`config.mk`:
```
export PLATFORM = sky130hd
export DESIGN_NAME = ovl_integ_timer
export DESIGN_NICKNAME = d
export VERILOG_FILES = /design/src/rtl/ovl_pkg.sv /design/src/rtl/ovl_pwm_edge.sv /design/src/rtl/ovl_tick_gen.sv /design/src/rtl/ovl_acc.sv /design/src/rtl/ovl_integ_timer.sv
export SDC_FILE = /design/constraint.sdc
export NUM_CORES = 1
export LEC_CHECK = 0
export ABC_AREA = 1
export CAP_MARGIN = 40
export CORE_MARGIN = 3
export CORE_UTILIZATION = 50
export CTS_CLUSTER_SIZE = 8
export DETAILED_ROUTE_END_ITERATION = 6
export PLACE_DENSITY = 0.8
export SLEW_MARGIN = 20
export SYNTH_ARGS = -nofsm -noshare
export SYNTH_HDL_FRONTEND = slang
export SYNTH_HIERARCHICAL = 1
export SYNTH_SLANG_ARGS = --single-unit
```
`constraint.sdc`:
```
create_clock -name clk_i -period 1.8 [get_ports clk_i]
set_input_delay 0.36 -clock clk_i [delete_from_list [all_inputs] [get_ports clk_i]]
set_output_delay 0.36 -clock clk_i [all_outputs]
set_load 0.02 [all_outputs]
```
`src/rtl/ovl_pkg.sv`:
```
`timescale 1ns/1ps
package ovl_pkg;
  typedef enum logic {
    DIR_DOWN = 1'b0,
    DIR_UP   = 1'b1
  } ovl_dir_e;
endpackage

```
`src/rtl/ovl_pwm_edge.sv`:
```
`timescale 1ns/1ps
module ovl_pwm_edge #(
  parameter int unsigned SYNC_STAGES = 2
) (
  input  logic clk_i,
  input  logic rst_ni,
  input  logic pwm_i,
  output logic fall_o
);
  localparam int unsigned LAST = SYNC_STAGES - 1;

  logic [SYNC_STAGES-1:0] sync_q;
  logic                   prev_q;

  for (genvar g = 0; g < SYNC_STAGES; g++) begin : g_sync
    if (g == 0) begin : g_first
      always_ff @(posedge clk_i or negedge rst_ni) begin
        if (!rst_ni) sync_q[g] <= 1'b0;
        else         sync_q[g] <= pwm_i;
      end
    end else begin : g_next
      always_ff @(posedge clk_i or negedge rst_ni) begin
        if (!rst_ni) sync_q[g] <= 1'b0;
        else         sync_q[g] <= sync_q[g-1];
      end
    end
  end

  always_ff @(posedge clk_i or negedge rst_ni) begin
    if (!rst_ni) prev_q <= 1'b0;
    else         prev_q <= sync_q[LAST];
  end

  assign fall_o = prev_q & ~sync_q[LAST];


  fall_single_chk: assert property (@(posedge clk_i) disable iff (!rst_ni)
    fall_o |=> !fall_o);
endmodule

```
`src/rtl/ovl_tick_gen.sv`:
```
`timescale 1ns/1ps
module ovl_tick_gen #(
  parameter int unsigned TICK_DIV = 250
) (
  input  logic clk_i,
  input  logic rst_ni,
  input  logic clr_i,
  output logic tick_o
);
  if (TICK_DIV <= 1) begin : g_every
    assign tick_o = 1'b1;
  end else begin : g_div
    localparam int unsigned PRE_W = $clog2(TICK_DIV);
    localparam logic [PRE_W-1:0] PRE_TOP = PRE_W'(TICK_DIV - 1);

    logic [PRE_W-1:0] pre_q;

    assign tick_o = (pre_q == PRE_TOP);

    always_ff @(posedge clk_i or negedge rst_ni) begin
      if (!rst_ni)              pre_q <= '0;
      else if (clr_i || tick_o) pre_q <= '0;
      else                      pre_q <= pre_q + 1'b1;
    end


    tick_gap_chk: assert property (@(posedge clk_i) disable iff (!rst_ni)
      tick_o |=> !tick_o);
  end
endmodule

```
`src/rtl/ovl_acc.sv`:
```
`timescale 1ns/1ps
module ovl_acc
  import ovl_pkg::*;
#(
  parameter int unsigned LIMIT = 85000,
  parameter int unsigned CNT_W = $clog2(LIMIT + 1)
) (
  input  logic             clk_i,
  input  logic             rst_ni,
  input  logic             clr_i,
  input  logic             tick_i,
  input  logic             fall_i,
  input  logic             ovl_i,
  output logic [CNT_W-1:0] cnt_o,
  output logic             fault_o
);
  localparam logic [CNT_W-1:0] CNT_TOP  = CNT_W'(LIMIT);
  localparam logic [CNT_W-1:0] CNT_PRE  = CNT_W'(LIMIT - 1);

  ovl_dir_e         dir_q;
  logic [CNT_W-1:0] cnt_q;
  logic             fault_q;

  always_ff @(posedge clk_i or negedge rst_ni) begin
    if (!rst_ni) begin
      cnt_q   <= '0;
      fault_q <= 1'b0;
      dir_q   <= DIR_DOWN;
    end else if (clr_i) begin
      cnt_q   <= '0;
      fault_q <= 1'b0;
      dir_q   <= DIR_DOWN;
    end else begin
      if (fall_i) dir_q <= ovl_i ? DIR_UP : DIR_DOWN;
      if (tick_i && !fault_q) begin
        if (dir_q == DIR_UP) begin
          cnt_q <= cnt_q + 1'b1;
          if (cnt_q == CNT_PRE) fault_q <= 1'b1;
        end else if (cnt_q != '0) begin
          cnt_q <= cnt_q - 1'b1;
        end
      end
    end
  end

  assign cnt_o   = cnt_q;
  assign fault_o = fault_q;


  idle_hold_chk: assert property (@(posedge clk_i) disable iff (!rst_ni)
    (!tick_i && !clr_i) |=> $stable(cnt_q));

  no_wrap_chk: assert property (@(posedge clk_i) disable iff (!rst_ni)
    (cnt_q == '0 && dir_q == DIR_DOWN && !fall_i) |=> (cnt_q == '0));

  fault_at_top_chk: assert property (@(posedge clk_i) disable iff (!rst_ni)
    $rose(fault_q) |-> (cnt_q == CNT_TOP));

  cnt_bound_chk: assert property (@(posedge clk_i) disable iff (!rst_ni)
    cnt_q <= CNT_TOP);

  fault_latch_chk: assert property (@(posedge clk_i) disable iff (!rst_ni)
    (fault_q && !clr_i) |=> (fault_q && $stable(cnt_q)));

  clear_chk: assert property (@(posedge clk_i) disable iff (!rst_ni)
    clr_i |=> (cnt_q == '0 && !fault_q && dir_q == DIR_DOWN));
endmodule

```
`src/rtl/ovl_integ_timer.sv`:
```
`timescale 1ns/1ps
module ovl_integ_timer #(
  parameter int unsigned TICK_DIV    = 250,
  parameter int unsigned LIMIT       = 85000,
  parameter int unsigned SYNC_STAGES = 2
) (
  input  logic                         clk_i,
  input  logic                         rst_ni,
  input  logic                         pwm_i,
  input  logic                         ovl_i,
  input  logic                         clr_i,
  output logic                         fault_o,
  output logic                         sw_en_o,
  output logic [$clog2(LIMIT+1)-1:0]   cnt_o
);
  localparam int unsigned CNT_W = $clog2(LIMIT + 1);

  logic fall;
  logic tick;
  logic fault;

  ovl_pwm_edge #(.SYNC_STAGES(SYNC_STAGES)) u_edge (
    .clk_i  (clk_i),
    .rst_ni (rst_ni),
    .pwm_i  (pwm_i),
    .fall_o (fall)
  );

  ovl_tick_gen #(.TICK_DIV(TICK_DIV)) u_tick (
    .clk_i  (clk_i),
    .rst_ni (rst_ni),
    .clr_i  (clr_i),
    .tick_o (tick)
  );

  ovl_acc #(.LIMIT(LIMIT), .CNT_W(CNT_W)) u_acc (
    .clk_i   (clk_i),
    .rst_ni  (rst_ni),
    .clr_i   (clr_i),
    .tick_i  (tick),
    .fall_i  (fall),
    .ovl_i   (ovl_i),
    .cnt_o   (cnt_o),
    .fault_o (fault)
  );

  assign fault_o = fault;
  assign sw_en_o = ~fault;


  enable_inv_chk: assert property (@(posedge clk_i) disable iff (!rst_ni)
    sw_en_o != fault_o);

  enable_stays_off_chk: assert property (@(posedge clk_i) disable iff (!rst_ni)
    (!sw_en_o && !clr_i) |=> !sw_en_o);
endmodule

```
Yosys cells after proc, flatten, opt, wreduce, memory -nomap -nowiden
Cells that the tools add are included.

Register bits after elaboration: 30. Input port bits: 5. Output and inout port bits: 19. Word-level logic and storage cells: 38.

Add/subtract/negate cells: 3. Equality and inequality tests: 2. Muxes and demuxes: 12. Bitwise gates (word level): 3. Reduce and logical (&&, ||, !) cells: 11.

Operators with widths (number): $mux W17 (4); $add A17 B1 Y17 const B (1); $eq A17 B17 Y1 const B (1); $reduce_bool A17 Y1 (1); $sub A17 B1 Y17 const B (1); $add A8 B1 Y8 const B (1); $eq A8 B8 Y1 const B (1); $mux W8 (1); $reduce_bool A2 Y1 (4); $mux W1 (7); $reduce_and A3 Y1 (1); $reduce_bool A3 Y1 (1); $not A1 Y1 (2); $reduce_and A2 Y1 (1); $and A1 B1 Y1 (1); $logic_and A1 B1 Y1 (1); $logic_not A1 Y1 (1); $logic_or A1 B1 Y1 (1).

Longest topological paths before layout
Gate-level depths: netlist of run 1.

Word-level depth: 5. Depth in mapped cells: 13.

By module
The synthesis of run 1 kept the hierarchy.

By module, submodules not included: ovl_acc (instances 1, cells an instance 297, area an instance 1851.8 sq um, sequential area each 475.5 sq um); ovl_tick_gen (instances 1, cells an instance 51, area an instance 429.2 sq um, sequential area each 200.2 sq um); ovl_pwm_edge (instances 1, cells an instance 5, area an instance 85.1 sq um, sequential area each 75.1 sq um); ovl_integ_timer (instances 1, cells an instance 1, area an instance 3.8 sq um, sequential area each 0.0 sq um).

Least setup slack after synthesis of run 1
OpenSTA, ideal clock, no wires.

Kind: reg2reg. Start point: register u_acc.dir_q. End point: register u_acc.cnt_q[15] (netlist: u_acc/cnt_o[15]). Setup time: 117 ps. Arrival time: 1701 ps. Data required time: 1683 ps. Path slack: -18 ps. Cell stages (with the launch flop): 11. Path buffers: 0. Clock period less this slack: 1818 ps. Cells stage by stage: dfrtp_1 inv_1 ha_1 nand2_2 inv_1 nand2_1 nand2_1 a21oi_1 nand3_1 nand3_1 nand2_1.

Longest elaborated chain between the ends: 3.

Ends and longest elaborated chain: start: declaration (line ovl_acc.sv:20) `ovl_dir_e dir_q;`; start signal: assignment (line ovl_acc.sv:34) `if (fall_i) dir_q <= ovl_i ? DIR_UP : DIR_DOWN;`; $mux W17 (line ovl_acc.sv:36) `if (dir_q == DIR_UP) begin`; $mux W17 (line ovl_acc.sv:35) `if (tick_i && !fault_q) begin`; $mux W17 (line ovl_acc.sv:29) `end else if (clr_i) begin`; end signal: assignment (line ovl_acc.sv:37) `cnt_q <= cnt_q + 1'b1;`; end signal: assignment (line ovl_acc.sv:40) `cnt_q <= cnt_q - 1'b1;`; end: declaration (line ovl_acc.sv:21) `logic [CNT_W-1:0] cnt_q;`.

Several ways; a longest one is shown, not always the timed one. The select of a mux whose other input is x is not followed. A chain may end at the register's enable or synchronous reset.

Worst setup path after layout of run 1
Start point: register u_acc.dir_q. End point: register u_acc.cnt_q[12] (netlist: u_acc/cnt_o[12]).

The elaborated chain is that of the path after synthesis.

==> results of run 1 <==
## layout by cell type, fill, tap and decap left out, types with 3 or more instances in the layout
cell type                         Yosys  final
sky130_fd_sc_hd__a21oi_2              0      4
sky130_fd_sc_hd__nand2_1            126    100
sky130_fd_sc_hd__nand2_4              1      6
sky130_fd_sc_hd__nand4_1              3      3
sky130_fd_sc_hd__ha_1                17      4
sky130_fd_sc_hd__o21ai_1              3      3
sky130_fd_sc_hd__dlymetal6s2s_1       0     11
sky130_fd_sc_hd__dfrtp_1             30     29
sky130_fd_sc_hd__nand3_1             28     24
sky130_fd_sc_hd__ha_4                 0     13
sky130_fd_sc_hd__clkbuf_8             0      5
sky130_fd_sc_hd__nand2_2              6     27
sky130_fd_sc_hd__a21oi_1             11      6
sky130_fd_sc_hd__clkdlybuf4s50_1      0     12
sky130_fd_sc_hd__buf_4                0     19
sky130_fd_sc_hd__o21ai_0              3      3
sky130_fd_sc_hd__nand3b_1             3      3
sky130_fd_sc_hd__nor2_1              34     29
sky130_fd_sc_hd__inv_1               59     55
sky130_fd_sc_hd__nand3_2              0      4
sky130_fd_sc_hd__xnor2_1              8      8
sky130_fd_sc_hd__inv_2                1      4
sky130_fd_sc_hd__nor2_2               4      8
## per-stage QoR
stage / cells / worst slack, ns / TNS [ns]
6_report: 456 / 0.00894 / 0
5_1_grt: 456 / -0.116 / -0.607
4_1_cts: 453 / -0.0271 / -0.0530
3_5_place_dp: 446 / -0.0240 / -0.0642
3_3_place_gp: 446 / 0.0182 / 0
2_1_floorplan: 354 / -0.0183 / -0.0183
## state kept, by name (all words and copies together) (netlist names)
register,cells
u_acc/fault_o,1
u_acc/cnt_o,17
u_tick/g_div.pre_q,8
u_edge/prev_q,1
u_edge/sync_q,2
u_acc/dir_q,1
## worst paths after layout
check	slack, ns	to	start	depth (start not counted)
setup / recovery	0.009	u_acc/cnt_o[12]	u_acc/dir_q	10
hold / removal	0.35	u_edge/sync_q[1]	u_edge/sync_q[0]	0
setup reg to reg	0.009	u_acc/cnt_o[12]	u_acc/dir_q	10
hold reg to reg	0.35	u_edge/sync_q[1]	u_edge/sync_q[0]	0
max in group asynchronous	1.03	u_acc/cnt_o[1]	rst_ni	2
min in group asynchronous	0.47	u_acc/cnt_o[7]	rst_ni	2
## cells by family (layout without fill, tap and decap cells)
family | after synthesis | in the layout | synth area share [%]
adder cells (fa/ha/maj) | 18 | 18 | 9.82
AND/OR/NAND/NOR | 212 | 212 | 39.0
XOR/XNOR | 10 | 10 | 3.70
flip-flops | 30 | 30 | 31.7
buffers and inverters | 63 | 113 | 10.4
AO/OA/AOI/OAI | 21 | 21 | 5.39
## power groups by stage
stage | sequential (mW) | combinational, mW | clock, mW
5_1_grt | 1.09 | 4.46 | 0.563
3_5_place_dp | 1.02 | 3.20 | 0
6_report | 1.07 | 4.06 | 0.518
2_1_floorplan | 1.20 | 2.02 | 0
4_1_cts | 1.01 | 3.27 | 0.532
3_3_place_gp | 1.01 | 3.14 | 0
## per-layer routing
metal | share of wire (%) | vias to the layer above | global-route usage [%]
met5 | 0 | - | 0
met4 | 2.2 | 0 | 9.68
met3 | 6.1 | 16 | 4.54
met2 | 50 | 84 | 37.1
met1 | 42 | 1150 | 28.3
li1 | - | 1193 | -
## final cells by class
class | instances | area [um2]
clock inverters | 2 | 10.0
fillers | 333 | 1200
flip-flops and latches | 30 | 752
multi-input cells | 261 | 1690
well taps | 52 | 65.1
repair buffers | 44 | 445
clock buffers | 5 | 68.8
inverters | 62 | 243
## worst register-to-register path: cells and delay by family (launching register included)
kind                       cells  cell delay [ns]
DFF                            1             0.39
and+or+nand+nor                6             0.49
buffers and inverters          2             0.31
AOI/OAI and AO/OA              1             0.25
adders and majority gates      1             0.23
## timing repair
action / 4_1_cts / 5_1_grt
pin swaps: 1 / 20
setup buffers: 0 / 2
setup endpoints to repair: 5 / 17
gates cloned: 0 / 1
gates resized for setup: 7 / 79
==> impl_metrics.prom, run 1 <==
# TYPE chip_impl_metric gauge
chip_impl_info{name="status",value="completed"} 1
chip_impl_metric{name="postLayoutCoreUtil",unit="%"} 73.2
chip_impl_metric{name="floorplan.die.width",unit="um"} 74.8
chip_impl_metric{name="report.final.slew_viol_count",unit=""} 0
chip_impl_info{name="worst-setup-path-type",value="flip-flop to flip-flop"} 1
chip_impl_metric{name="cts_buf_count",unit=""} 5
chip_impl_metric{name="design_power_total",unit="mW"} 5.64
chip_impl_metric{name="synth_top_area_share",unit="%"} 31.7
chip_impl_metric{name="die_area",unit="um2"} 5600
chip_impl_metric{name="num_antenna_cells",unit=""} 0
chip_impl_metric{name="slew_headroom",unit="%"} 73.9
chip_impl_metric{name="timing.clock.skew",unit="ns"} 0.00441
chip_impl_info{name="timing.critical_path.slowest_stage_cell",value="sky130_fd_sc_hd__dfrtp_1"} 1
chip_impl_metric{name="rows",unit=""} 24
chip_impl_info{name="synthDominantAreaCellType",value="sky130_fd_sc_hd__dfrtp_1"} 1
chip_impl_metric{name="crit_arrival",unit="ns"} 1.97
chip_impl_metric{name="ctsLongestPathBuffers",unit=""} 2
chip_impl_metric{name="async_flop_share",unit="%"} 100
chip_impl_metric{name="vdd.ir_drop.worst",unit="uV"} 1070
chip_impl_metric{name="cell_area_after_placement",unit="um2"} 2800
chip_impl_metric{name="routed-via-count",unit=""} 2443
chip_impl_metric{name="period_needed",unit="ns"} 1.79
chip_impl_metric{name="power-per-cell-area",unit="nW/um2"} 1720
chip_impl_metric{name="place.gp.congestion",unit=""} 0.901
chip_impl_metric{name="vias_per_cell",unit=""} 5.36
chip_impl_metric{name="internal_power",unit="mW"} 2.85
chip_impl_metric{name="pwr-share-clk",unit="%"} 9.2
chip_impl_metric{name="final.hold.worst_slack",unit="ns"} 0.350
chip_impl_metric{name="postSynthNetCount",unit=""} 377
chip_impl_metric{name="final_period_util",unit="%"} 99.5
chip_impl_metric{name="maximum_number_of_pins_on_one_net_before_global_route_repair",unit=""} 31
chip_impl_metric{name="synthesis.yosys.warnings",unit=""} 6
chip_impl_info{name="tritoncts",value="yes"} 1
chip_impl_metric{name="share_of_the_yosys_chip_area_belonging_to_registers",unit="%"} 31.7
chip_impl_metric{name="boundary_pin_count",unit=""} 24
chip_impl_metric{name="numPortBuffers",unit=""} 23
chip_impl_metric{name="globalRouteTotalUtil",unit="%"} 22.4
chip_impl_metric{name="coreArea",unit="um2"} 4470
chip_impl_info{name="netlist_top_cells_count",value="sky130_fd_sc_hd__nand2_1 (126), sky130_fd_sc_hd__inv_1 (59), sky130_fd_sc_hd__nor2_1 (34)"} 1
chip_impl_info{name="holdCritPathClass",value="flip-flop to flip-flop"} 1
chip_impl_info{name="synth-main-ff-cell",value="sky130_fd_sc_hd__dfrtp_1"} 1
chip_impl_info{name="synth.most_common_cell",value="sky130_fd_sc_hd__nand2_1"} 1
chip_impl_metric{name="wl",unit="um"} 6410
chip_impl_metric{name="drt_iter0_drc",unit=""} 161
chip_impl_metric{name="post_drt_wl_per_cell",unit="um"} 14.1
chip_impl_metric{name="nNetsFinal",unit=""} 427
chip_impl_metric{name="synthesis.area",unit="um2"} 2370
chip_impl_metric{name="h_tree_level_count",unit=""} 2
chip_impl_metric{name="worstSkewPairLatency",unit="ns"} 0.29
chip_impl_metric{name="cts.sinks",unit=""} 30
chip_impl_metric{name="detail_route.drc_violations",unit=""} 0
chip_impl_metric{name="timing_hold_violations_final",unit=""} 0
chip_impl_metric{name="post_synth_edffs",unit=""} 0
chip_impl_metric{name="hpwlAfterDp",unit="um"} 4420
chip_impl_metric{name="max_clock_freq",unit="MHz"} 558
chip_impl_metric{name="synth.lib_cells_used.distinct",unit=""} 30
chip_impl_metric{name="post_synth.cell_area_avg",unit="um2"} 6.69
chip_impl_metric{name="post_synth_inst_count",unit=""} 354
chip_impl_metric{name="postSynthRegisterBits",unit=""} 30
chip_impl_metric{name="cp_slowest_stage_delay",unit="ns"} 0.39
chip_impl_metric{name="power.share.switching",unit="%"} 49.6
chip_impl_metric{name="grt_antenna_before_repair",unit=""} 0
chip_impl_info{name="worstPathCellList",value="inv_2, clkbuf_16, fa_2, nand2_2, a21oi_1, nand3_1, nand3_1, nand2_1, nand3_1, nand2_1"} 1
chip_impl_metric{name="p_sw",unit="mW"} 2.80
chip_impl_info{name="rsz0062_at_grt",value="true"} 1
chip_impl_info{name="cp_common_cell",value="sky130_fd_sc_hd__nand3_1"} 1
chip_impl_metric{name="p_comb_share",unit="%"} 71.9
chip_impl_info{name="synth_area_leaders",value="sky130_fd_sc_hd__dfrtp_1 (32%), sky130_fd_sc_hd__nand2_1 (20%), sky130_fd_sc_hd__inv_1 (9.3%)"} 1
chip_impl_metric{name="seq_power_share",unit="%"} 18.9
chip_impl_metric{name="setup_viol",unit=""} 0
chip_impl_metric{name="timing.critical_path.buf_inv",unit=""} 2
chip_impl_info{name="worst_setup_path_start_kind",value="flip-flop"} 1
chip_impl_metric{name="initial_utilization",unit="%"} 53.0
chip_impl_metric{name="grt_pass1_wl",unit="um"} 9630
chip_impl_metric{name="cts_hold_buffers_added",unit=""} 0
chip_impl_metric{name="required",unit="ns"} 1.97
chip_impl_metric{name="leakage",unit="nW"} 1.77
chip_impl_metric{name="die-height",unit="um"} 74.8
chip_impl_metric{name="number_of_global_route_vias_before_repair",unit=""} 2212
chip_impl_metric{name="globalRouteOverflowTotal",unit=""} 0
chip_impl_info{name="cts-root-buf",value="sky130_fd_sc_hd__clkbuf_8"} 1
chip_impl_info{name="timing.critical_path.max_delay_family",value="simple AND/OR/NAND/NOR gates"} 1
chip_impl_metric{name="critPathMaxFanout",unit=""} 8
chip_impl_metric{name="syn2layout_area_growth",unit="%"} 38.2
chip_impl_metric{name="worstMarginPinSlew",unit="ns"} 0.392
chip_impl_metric{name="drt_antenna_net_count",unit=""} 0
chip_impl_metric{name="clk_transition_reported_paths",unit="ns"} 0.06
chip_impl_metric{name="drt-pass1-iter-count",unit=""} 4
chip_impl_metric{name="finish.instance_area",unit="um2"} 3280
chip_impl_metric{name="drv_cap",unit=""} 0
chip_impl_info{name="cp-end-kind",value="flip-flop"} 1
chip_impl_metric{name="drive_gt1_share",unit="%"} 26.2
Power figures use the tool's default switching activity.
==> run 2, diff against run 1 <==
Settings changed: CORE_MARGIN 3 to 8.
==> run 2 against run 1 <==
  * The run now ends with negative setup slack left
  * Worst hold slack hardly changed
  * Global-route usage is 4.6 points lower
  * Count of clock-buffer cells in the layout is 1 higher
  * Critical path type unchanged
  * Largest power group unchanged
==> impl_metrics.prom, run 2 (synthesis results as in run 1) <==
# TYPE chip_impl_metric gauge
chip_impl_metric{name="grt_antenna_before_repair",unit=""} 0
chip_impl_metric{name="wl_met1",unit="um"} 2870
chip_impl_metric{name="grt_pass1_wl",unit="um"} 10500
chip_impl_metric{name="h_tree_level_count",unit=""} 2
chip_impl_metric{name="timing_hold_violations_final",unit=""} 0
chip_impl_metric{name="coreArea",unit="um2"} 4660
chip_impl_metric{name="routed-via-count",unit=""} 2444
chip_impl_metric{name="critPathMaxFanout",unit=""} 5
chip_impl_info{name="crit-reg2reg-launch",value="u_acc/dir_q"} 1
chip_impl_info{name="highest-signal-layer",value="met4"} 1
chip_impl_metric{name="required",unit="ns"} 1.97
chip_impl_metric{name="numPortBuffers",unit=""} 23
chip_impl_info{name="reg2reg_to",value="u_acc/cnt_o[10]"} 1
chip_impl_metric{name="floorplan.die.width",unit="um"} 84.8
chip_impl_info{name="mostFrequentLayoutCells",value="sky130_fd_sc_hd__nand2_1 (112), sky130_fd_sc_hd__inv_1 (57), sky130_fd_sc_hd__dfrtp_1 (30), sky130_fd_sc_hd__nor2_1 (29), sky130_fd_sc_hd__nand3_1 (26)"} 1
chip_impl_metric{name="p_sw",unit="mW"} 2.72
chip_impl_metric{name="largest_register_ff_count",unit=""} 17
chip_impl_metric{name="period_needed",unit="ns"} 1.81
chip_impl_metric{name="pwr-share-clk",unit="%"} 9.8
chip_impl_metric{name="wl",unit="um"} 6890
chip_impl_metric{name="slew_headroom",unit="%"} 73.5
chip_impl_info{name="worst-setup-path-type",value="flip-flop to flip-flop"} 1
chip_impl_metric{name="place.gp.congestion",unit=""} 0.980
chip_impl_metric{name="seq_power_share",unit="%"} 19.4
chip_impl_metric{name="nNetsFinal",unit=""} 433
chip_impl_metric{name="vdd.ir_drop.worst",unit="uV"} 1010
chip_impl_metric{name="leakage",unit="nW"} 1.71
chip_impl_metric{name="cell_area_after_placement",unit="um2"} 2850
chip_impl_info{name="rsz0062_at_grt",value="true"} 1
chip_impl_metric{name="preCtsSetupSlack",unit="ns"} -0.0882
chip_impl_info{name="holdCritPathClass",value="flip-flop to flip-flop"} 1
chip_impl_metric{name="met2_length",unit="um"} 3460
chip_impl_info{name="min_delay_worst_endpoint",value="u_edge/sync_q[1]"} 1
chip_impl_metric{name="drt_antenna_net_count",unit=""} 0
chip_impl_metric{name="die_area",unit="um2"} 7200
chip_impl_info{name="cts-root-buf",value="sky130_fd_sc_hd__clkbuf_8"} 1
chip_impl_metric{name="regToRegSetupSlack",unit="ns"} -0.01
chip_impl_metric{name="route.met3.wl",unit="um"} 423
chip_impl_metric{name="drt_iter0_drc",unit=""} 241
chip_impl_info{name="cp-end-kind",value="flip-flop"} 1
chip_impl_metric{name="ctsLongestPathBuffers",unit=""} 2
chip_impl_metric{name="rows",unit=""} 25
chip_impl_info{name="status",value="complete, but fails checks"} 1
chip_impl_metric{name="internal_power",unit="mW"} 2.86
chip_impl_metric{name="postLayoutCoreUtil",unit="%"} 69.5
chip_impl_info{name="worst_setup_path_start_kind",value="flip-flop"} 1
chip_impl_metric{name="report.final.slew_viol_count",unit=""} 0
chip_impl_metric{name="globalRouteOverflowTotal",unit=""} 0
chip_impl_metric{name="p_comb_share",unit="%"} 70.8
chip_impl_metric{name="globalRouteTotalUtil",unit="%"} 17.8
chip_impl_metric{name="fill_cells",unit=""} 360
chip_impl_metric{name="setup_viol",unit=""} 1
chip_impl_info{name="min-delay-start",value="u_edge/sync_q[0]"} 1
chip_impl_metric{name="post_drt_wl_per_cell",unit="um"} 14.9
chip_impl_info{name="layout_commonest_cell",value="sky130_fd_sc_hd__nand2_1"} 1
chip_impl_metric{name="drive_gt1_share",unit="%"} 23.5
chip_impl_metric{name="worstMarginPinSlew",unit="ns"} 0.398
chip_impl_metric{name="design_power_total",unit="mW"} 5.58
chip_impl_metric{name="worstSkewPairLatency",unit="ns"} 0.28
chip_impl_metric{name="clk_transition_reported_paths",unit="ns"} 0.07
chip_impl_metric{name="reg2reg_depth",unit=""} 11
chip_impl_metric{name="finish.instance_area",unit="um2"} 3240
chip_impl_metric{name="number_of_global_route_vias_before_repair",unit=""} 2335
chip_impl_metric{name="power-per-cell-area",unit="nW/um2"} 1720
chip_impl_metric{name="drv_cap",unit=""} 0
chip_impl_info{name="tritoncts",value="yes"} 1
chip_impl_metric{name="min_path_cells",unit=""} 0
chip_impl_metric{name="cts_buf_count",unit=""} 5
chip_impl_metric{name="cts.sinks",unit=""} 30
chip_impl_metric{name="final_period_util",unit="%"} 101
chip_impl_metric{name="syn2layout_area_growth",unit="%"} 36.7
chip_impl_metric{name="timing.clock.skew",unit="ns"} 0.00688
chip_impl_metric{name="maximum_number_of_pins_on_one_net_before_global_route_repair",unit=""} 31
chip_impl_metric{name="detail_route.drc_violations",unit=""} 0
chip_impl_metric{name="hpwlAfterDp",unit="um"} 4600
chip_impl_metric{name="max_clock_freq",unit="MHz"} 551
chip_impl_metric{name="setup_tns",unit="ns"} -0.0145
chip_impl_info{name="failing_checks",value="negative setup slack"} 1
chip_impl_metric{name="drt-pass1-iter-count",unit=""} 4
chip_impl_metric{name="boundary_pin_count",unit=""} 24
chip_impl_metric{name="setup_ws_post_layout",unit="ns"} -0.0145
chip_impl_metric{name="die-height",unit="um"} 84.8
chip_impl_metric{name="initial_utilization",unit="%"} 50.8
chip_impl_metric{name="num_antenna_cells",unit=""} 0
chip_impl_metric{name="power.share.switching",unit="%"} 48.8
chip_impl_metric{name="crit_arrival",unit="ns"} 1.99
chip_impl_metric{name="vias_per_cell",unit=""} 5.28
## run 2: changes by cell type in the layout (fill, tap and decap cells not counted), moves of 4 or more
cell / before / now
sky130_fd_sc_hd__buf_4: 19 / 23
sky130_fd_sc_hd__clkdlybuf4s50_1: 12 / 16
sky130_fd_sc_hd__nand2_4: 6 / 1
sky130_fd_sc_hd__nand2_2: 27 / 20
sky130_fd_sc_hd__dlymetal6s2s_1: 11 / 6
sky130_fd_sc_hd__nand2_1: 100 / 112
## run 2: power by group through the flow
stage,combinational [mW],clock [mW],sequential (mW)
after global routing,4.31,0.583,1.11
final,3.95,0.548,1.08
after detailed placement,3.30,0,1.03
after CTS,3.43,0.558,1.04
after global placement,3.22,0,1.03
after floorplan,2.02,0,1.20
## run 2: routing by layer
metal	global-route usage, %	vias to the layer above
met1	21.4	1152
li1	-	1200
met3	3.67	13
met5	0	-
met4	5.66	0
met2	30.8	79
## run 2: stage by stage
stage	cells	hold slack, ns
6_report	463	0.350
2_1_floorplan	354	0.0644
3_5_place_dp	454	0.336
3_3_place_gp	454	0.338
4_1_cts	461	0.349
5_1_grt	463	0.364
## run 2: worst max-delay path by stage
stage                           start         endpoint  slack (ns)
after global placement    u_acc/dir_q  u_acc/cnt_o[15]       -0.05
after floorplan           u_acc/dir_q  u_acc/cnt_o[15]       -0.02
after global routing      u_acc/dir_q  u_acc/cnt_o[14]       -0.07
after detailed placement  u_acc/dir_q  u_acc/cnt_o[15]       -0.09
final                     u_acc/dir_q  u_acc/cnt_o[10]       -0.01
after CTS                 u_acc/dir_q  u_acc/cnt_o[15]      -0.007
## run 2: worst max-delay path, cell delays in order, from the launching register on
cell and delay [ns]:
sky130_fd_sc_hd__dfrtp_1 0.36, sky130_fd_sc_hd__inv_2 0.08, sky130_fd_sc_hd__buf_6 0.15, sky130_fd_sc_hd__fa_2 0.34, sky130_fd_sc_hd__nand2_2 0.10, sky130_fd_sc_hd__nand2_2 0.07, sky130_fd_sc_hd__nand3b_1 0.12, sky130_fd_sc_hd__nand2_2 0.11
sky130_fd_sc_hd__nand2_2 0.09, sky130_fd_sc_hd__nand3b_1 0.10, sky130_fd_sc_hd__nand3_1 0.12, sky130_fd_sc_hd__nand2_1 0.05
## run 2: final cells by class
| class | instances | area [um2] | share of cell area (%) |
|---|---|---|---|
| Clock buffer | 6 | 82.6 | 2.55 |
| Sequential cell | 30 | 751 | 23.2 |
| Multi-Input combinational cell | 261 | 1630 | 50.3 |
| Inverter | 62 | 235 | 7.26 |
| Timing Repair Buffer | 50 | 474 | 14.6 |
| Tap cell | 54 | 67.6 | 2.08 |
## run 2: timing repair
| item | CTS | global route |
|---|---|---|
| hold buffers | 0 | 0 |
| setup endpoints to repair | 7 | 15 |
| pin swaps | 0 | 6 |
| gates resized for setup | 14 | 47 |
| setup buffers | 1 | 1 |
| cloned | 0 | 1 |
==> run 3, diff against run 2 <==
Settings changed: CORE_MARGIN 8 to 1, GPL_ROUTABILITY_DRIVEN set to 0.
==> run 3 against run 2 <==
  * The flow finishes with violations (design-rule violations)
  * Clock skew rose by 0.0011 ns
  * Sequential power barely moved
  * Setup slack improved by 0.028 ns
  * Combinational power hardly changed
  * Core utilization up 4.1 points
  * Flip-flop and latch count unchanged
  * Global-route usage up 6.5 points
  * Count of clock-buffer cells in the layout unchanged
==> impl_metrics.prom, run 3 (synthesis results as in run 1) <==
# TYPE chip_impl_metric gauge
chip_impl_metric{name="grt_antenna_before_repair",unit=""} 0
chip_impl_metric{name="ctsLongestPathBuffers",unit=""} 2
chip_impl_info{name="layout_commonest_cell",value="sky130_fd_sc_hd__nand2_1"} 1
chip_impl_info{name="tritoncts",value="yes"} 1
chip_impl_info{name="worst_setup_path_start_kind",value="flip-flop"} 1
chip_impl_info{name="failing_checks",value="design-rule violations"} 1
chip_impl_metric{name="placed_cells",unit=""} 443
chip_impl_metric{name="boundary_pin_count",unit=""} 24
chip_impl_metric{name="floorplan.die.width",unit="um"} 70.8
chip_impl_info{name="cp-end-kind",value="flip-flop"} 1
chip_impl_metric{name="final-seq-area",unit="um2"} 751
chip_impl_metric{name="leakage",unit="nW"} 1.72
chip_impl_metric{name="detail_route.drc_violations",unit=""} 4
chip_impl_info{name="timing.critical_path.slowest_stage_cell",value="sky130_fd_sc_hd__dfrtp_1"} 1
chip_impl_metric{name="drt_iter0_drc",unit=""} 148
chip_impl_metric{name="timing.clock.skew",unit="ns"} 0.00800
chip_impl_metric{name="initial_utilization",unit="%"} 53.3
chip_impl_metric{name="nNetsFinal",unit=""} 426
chip_impl_metric{name="period_needed",unit="ns"} 1.79
chip_impl_metric{name="drt_antenna_net_count",unit=""} 0
chip_impl_metric{name="slew_headroom",unit="%"} 73.6
chip_impl_metric{name="drv_cap",unit=""} 0
chip_impl_metric{name="hpwlAfterDp",unit="um"} 4260
chip_impl_metric{name="die_area",unit="um2"} 5020
chip_impl_metric{name="cts_hold_buffers_added",unit=""} 0
chip_impl_metric{name="wl",unit="um"} 6730
chip_impl_metric{name="fill_cells",unit=""} 326
chip_impl_metric{name="final_non_filler_cell_total",unit=""} 456
chip_impl_metric{name="drive_gt1_share",unit="%"} 23.5
chip_impl_metric{name="rows",unit=""} 24
chip_impl_metric{name="number_of_global_route_vias_before_repair",unit=""} 2136
chip_impl_info{name="holdCritPathClass",value="flip-flop to flip-flop"} 1
chip_impl_metric{name="postLayoutCoreUtil",unit="%"} 73.7
chip_impl_metric{name="required",unit="ns"} 1.99
chip_impl_metric{name="crit_arrival",unit="ns"} 1.97
chip_impl_metric{name="finish.instance_area",unit="um2"} 3270
chip_impl_metric{name="globalRouteTotalUtil",unit="%"} 24.3
chip_impl_metric{name="worstMarginPinSlew",unit="ns"} 0.396
chip_impl_metric{name="multi_input_area",unit="um2"} 1650
chip_impl_metric{name="syn2layout_area_growth",unit="%"} 38.2
chip_impl_metric{name="cp_slowest_stage_delay",unit="ns"} 0.36
chip_impl_metric{name="vdd.ir_drop.worst",unit="uV"} 1290
chip_impl_metric{name="power-per-cell-area",unit="nW/um2"} 1790
chip_impl_metric{name="post_drt_wl_per_cell",unit="um"} 14.7
chip_impl_metric{name="cts_buf_count",unit=""} 5
chip_impl_metric{name="final_period_util",unit="%"} 99.3
chip_impl_info{name="rsz0062_at_grt",value="true"} 1
chip_impl_metric{name="drt-pass1-iter-count",unit=""} 7
chip_impl_metric{name="setup_viol",unit=""} 0
chip_impl_info{name="mostFrequentLayoutCells",value="sky130_fd_sc_hd__nand2_1 (109), sky130_fd_sc_hd__inv_1 (57), sky130_fd_sc_hd__dfrtp_1 (30), sky130_fd_sc_hd__nor2_1 (29), sky130_fd_sc_hd__nand3_1 (24)"} 1
chip_impl_info{name="cts-root-buf",value="sky130_fd_sc_hd__clkbuf_8"} 1
chip_impl_metric{name="die-height",unit="um"} 70.8
chip_impl_metric{name="timing_hold_violations_final",unit=""} 0
chip_impl_metric{name="clk_transition_reported_paths",unit="ns"} 0.07
chip_impl_metric{name="cell_area_after_placement",unit="um2"} 2780
chip_impl_info{name="worstPathCellList",value="inv_2, buf_12, ha_4, nand2_1, inv_1, nand2_1, nor3_2, nand2_1, nand2_1, nand2_1, nand3_1, nand2_1"} 1
chip_impl_metric{name="vias_per_cell",unit=""} 5.39
chip_impl_metric{name="max_clock_freq",unit="MHz"} 560
chip_impl_metric{name="globalRouteOverflowTotal",unit=""} 0
chip_impl_metric{name="largest_register_ff_count",unit=""} 17
chip_impl_metric{name="coreArea",unit="um2"} 4440
chip_impl_metric{name="cts.sinks",unit=""} 30
chip_impl_metric{name="design_power_total",unit="mW"} 5.85
chip_impl_metric{name="numPortBuffers",unit=""} 23
chip_impl_metric{name="h_tree_level_count",unit=""} 2
chip_impl_metric{name="routed-via-count",unit=""} 2459
chip_impl_metric{name="grt_pass1_wl",unit="um"} 9560
chip_impl_info{name="cp_common_cell",value="sky130_fd_sc_hd__nand2_1"} 1
chip_impl_metric{name="worstSkewPairLatency",unit="ns"} 0.29
chip_impl_metric{name="num_antenna_cells",unit=""} 0
chip_impl_metric{name="report.final.slew_viol_count",unit=""} 0
chip_impl_metric{name="setup_tns",unit="ns"} 0
chip_impl_info{name="status",value="complete, but fails checks"} 1
chip_impl_metric{name="maximum_number_of_pins_on_one_net_before_global_route_repair",unit=""} 31
chip_impl_info{name="worst-setup-path-type",value="flip-flop to flip-flop"} 1
chip_impl_metric{name="critPathMaxFanout",unit=""} 8
[run 3: routing by layer]
layer  track usage (%)  part of all wire [%]  wire length, um
met5                 0                     0                0
met4              8.44                   2.3              155
met3              3.99                   6.0              406
met2              41.0                    49             3290
met1              31.7                    43             2870
[run 3: final cells by class]
class / count / share of cell area [%]
sequential: 30 / 22.9
clock inverter: 2 / 1.83
multi-input combinational: 261 / 50.4
clock buffer: 6 / 2.52
timing repair inverter: 1 / 0.191
timing repair buffer: 42 / 12.8
inverter: 62 / 7.34
tap: 52 / 1.99
[run 3: power breakdown]
| group | switching [mW] | leakage [nW] | internal (mW) |
|---|---|---|---|
| Clock | 0.272 | 0.0714 | 0.590 |
| Sequential | 0.234 | 0.391 | 0.837 |
| Combinational | 2.27 | 1.26 | 1.64 |
[run 3: through the flow]
stage	hold slack, ns	setup slack (ns)
after global routing	0.362	-0.0994
after floorplan	0.0644	-0.0183
after CTS	0.351	-0.00117
final	0.349	0.0130
after global placement	0.332	-0.0104
after detailed placement	0.336	-0.0138
[run 3: repair_timing]
action	CTS	global route
pin swaps	0	13
gates cloned	0	2
endpoints found under the setup margin	3	15
gates resized for setup	2	67
buffers inserted	0	3
[run 3: worst max-delay path, delay by kind of cell, from the launching register on]
family / cells / cell delay (ns)
flip-flops: 1 / 0.36
AND/OR/NAND/NOR: 8 / 0.66
adder cells (fa/ha/maj): 1 / 0.29
buffers and inverters: 3 / 0.35
[run 3: worst paths after layout]
| check | startpoint | slack (ns) | depth (start not counted) | end |
|---|---|---|---|---|
| min in group asynchronous | rst_ni | 0.46 | 2 | u_acc/cnt_o[8] |
| worst min-delay path | u_edge/sync_q[0] | 0.35 | 0 | u_edge/sync_q[1] |
| worst max-delay path | u_acc/dir_q | 0.01 | 12 | u_acc/cnt_o[13] |
| worst min register to register | u_edge/sync_q[0] | 0.35 | 0 | u_edge/sync_q[1] |
| max in group asynchronous | rst_ni | 1.04 | 2 | u_acc/dir_q |
| worst max register to register | u_acc/dir_q | 0.01 | 12 | u_acc/cnt_o[13] |
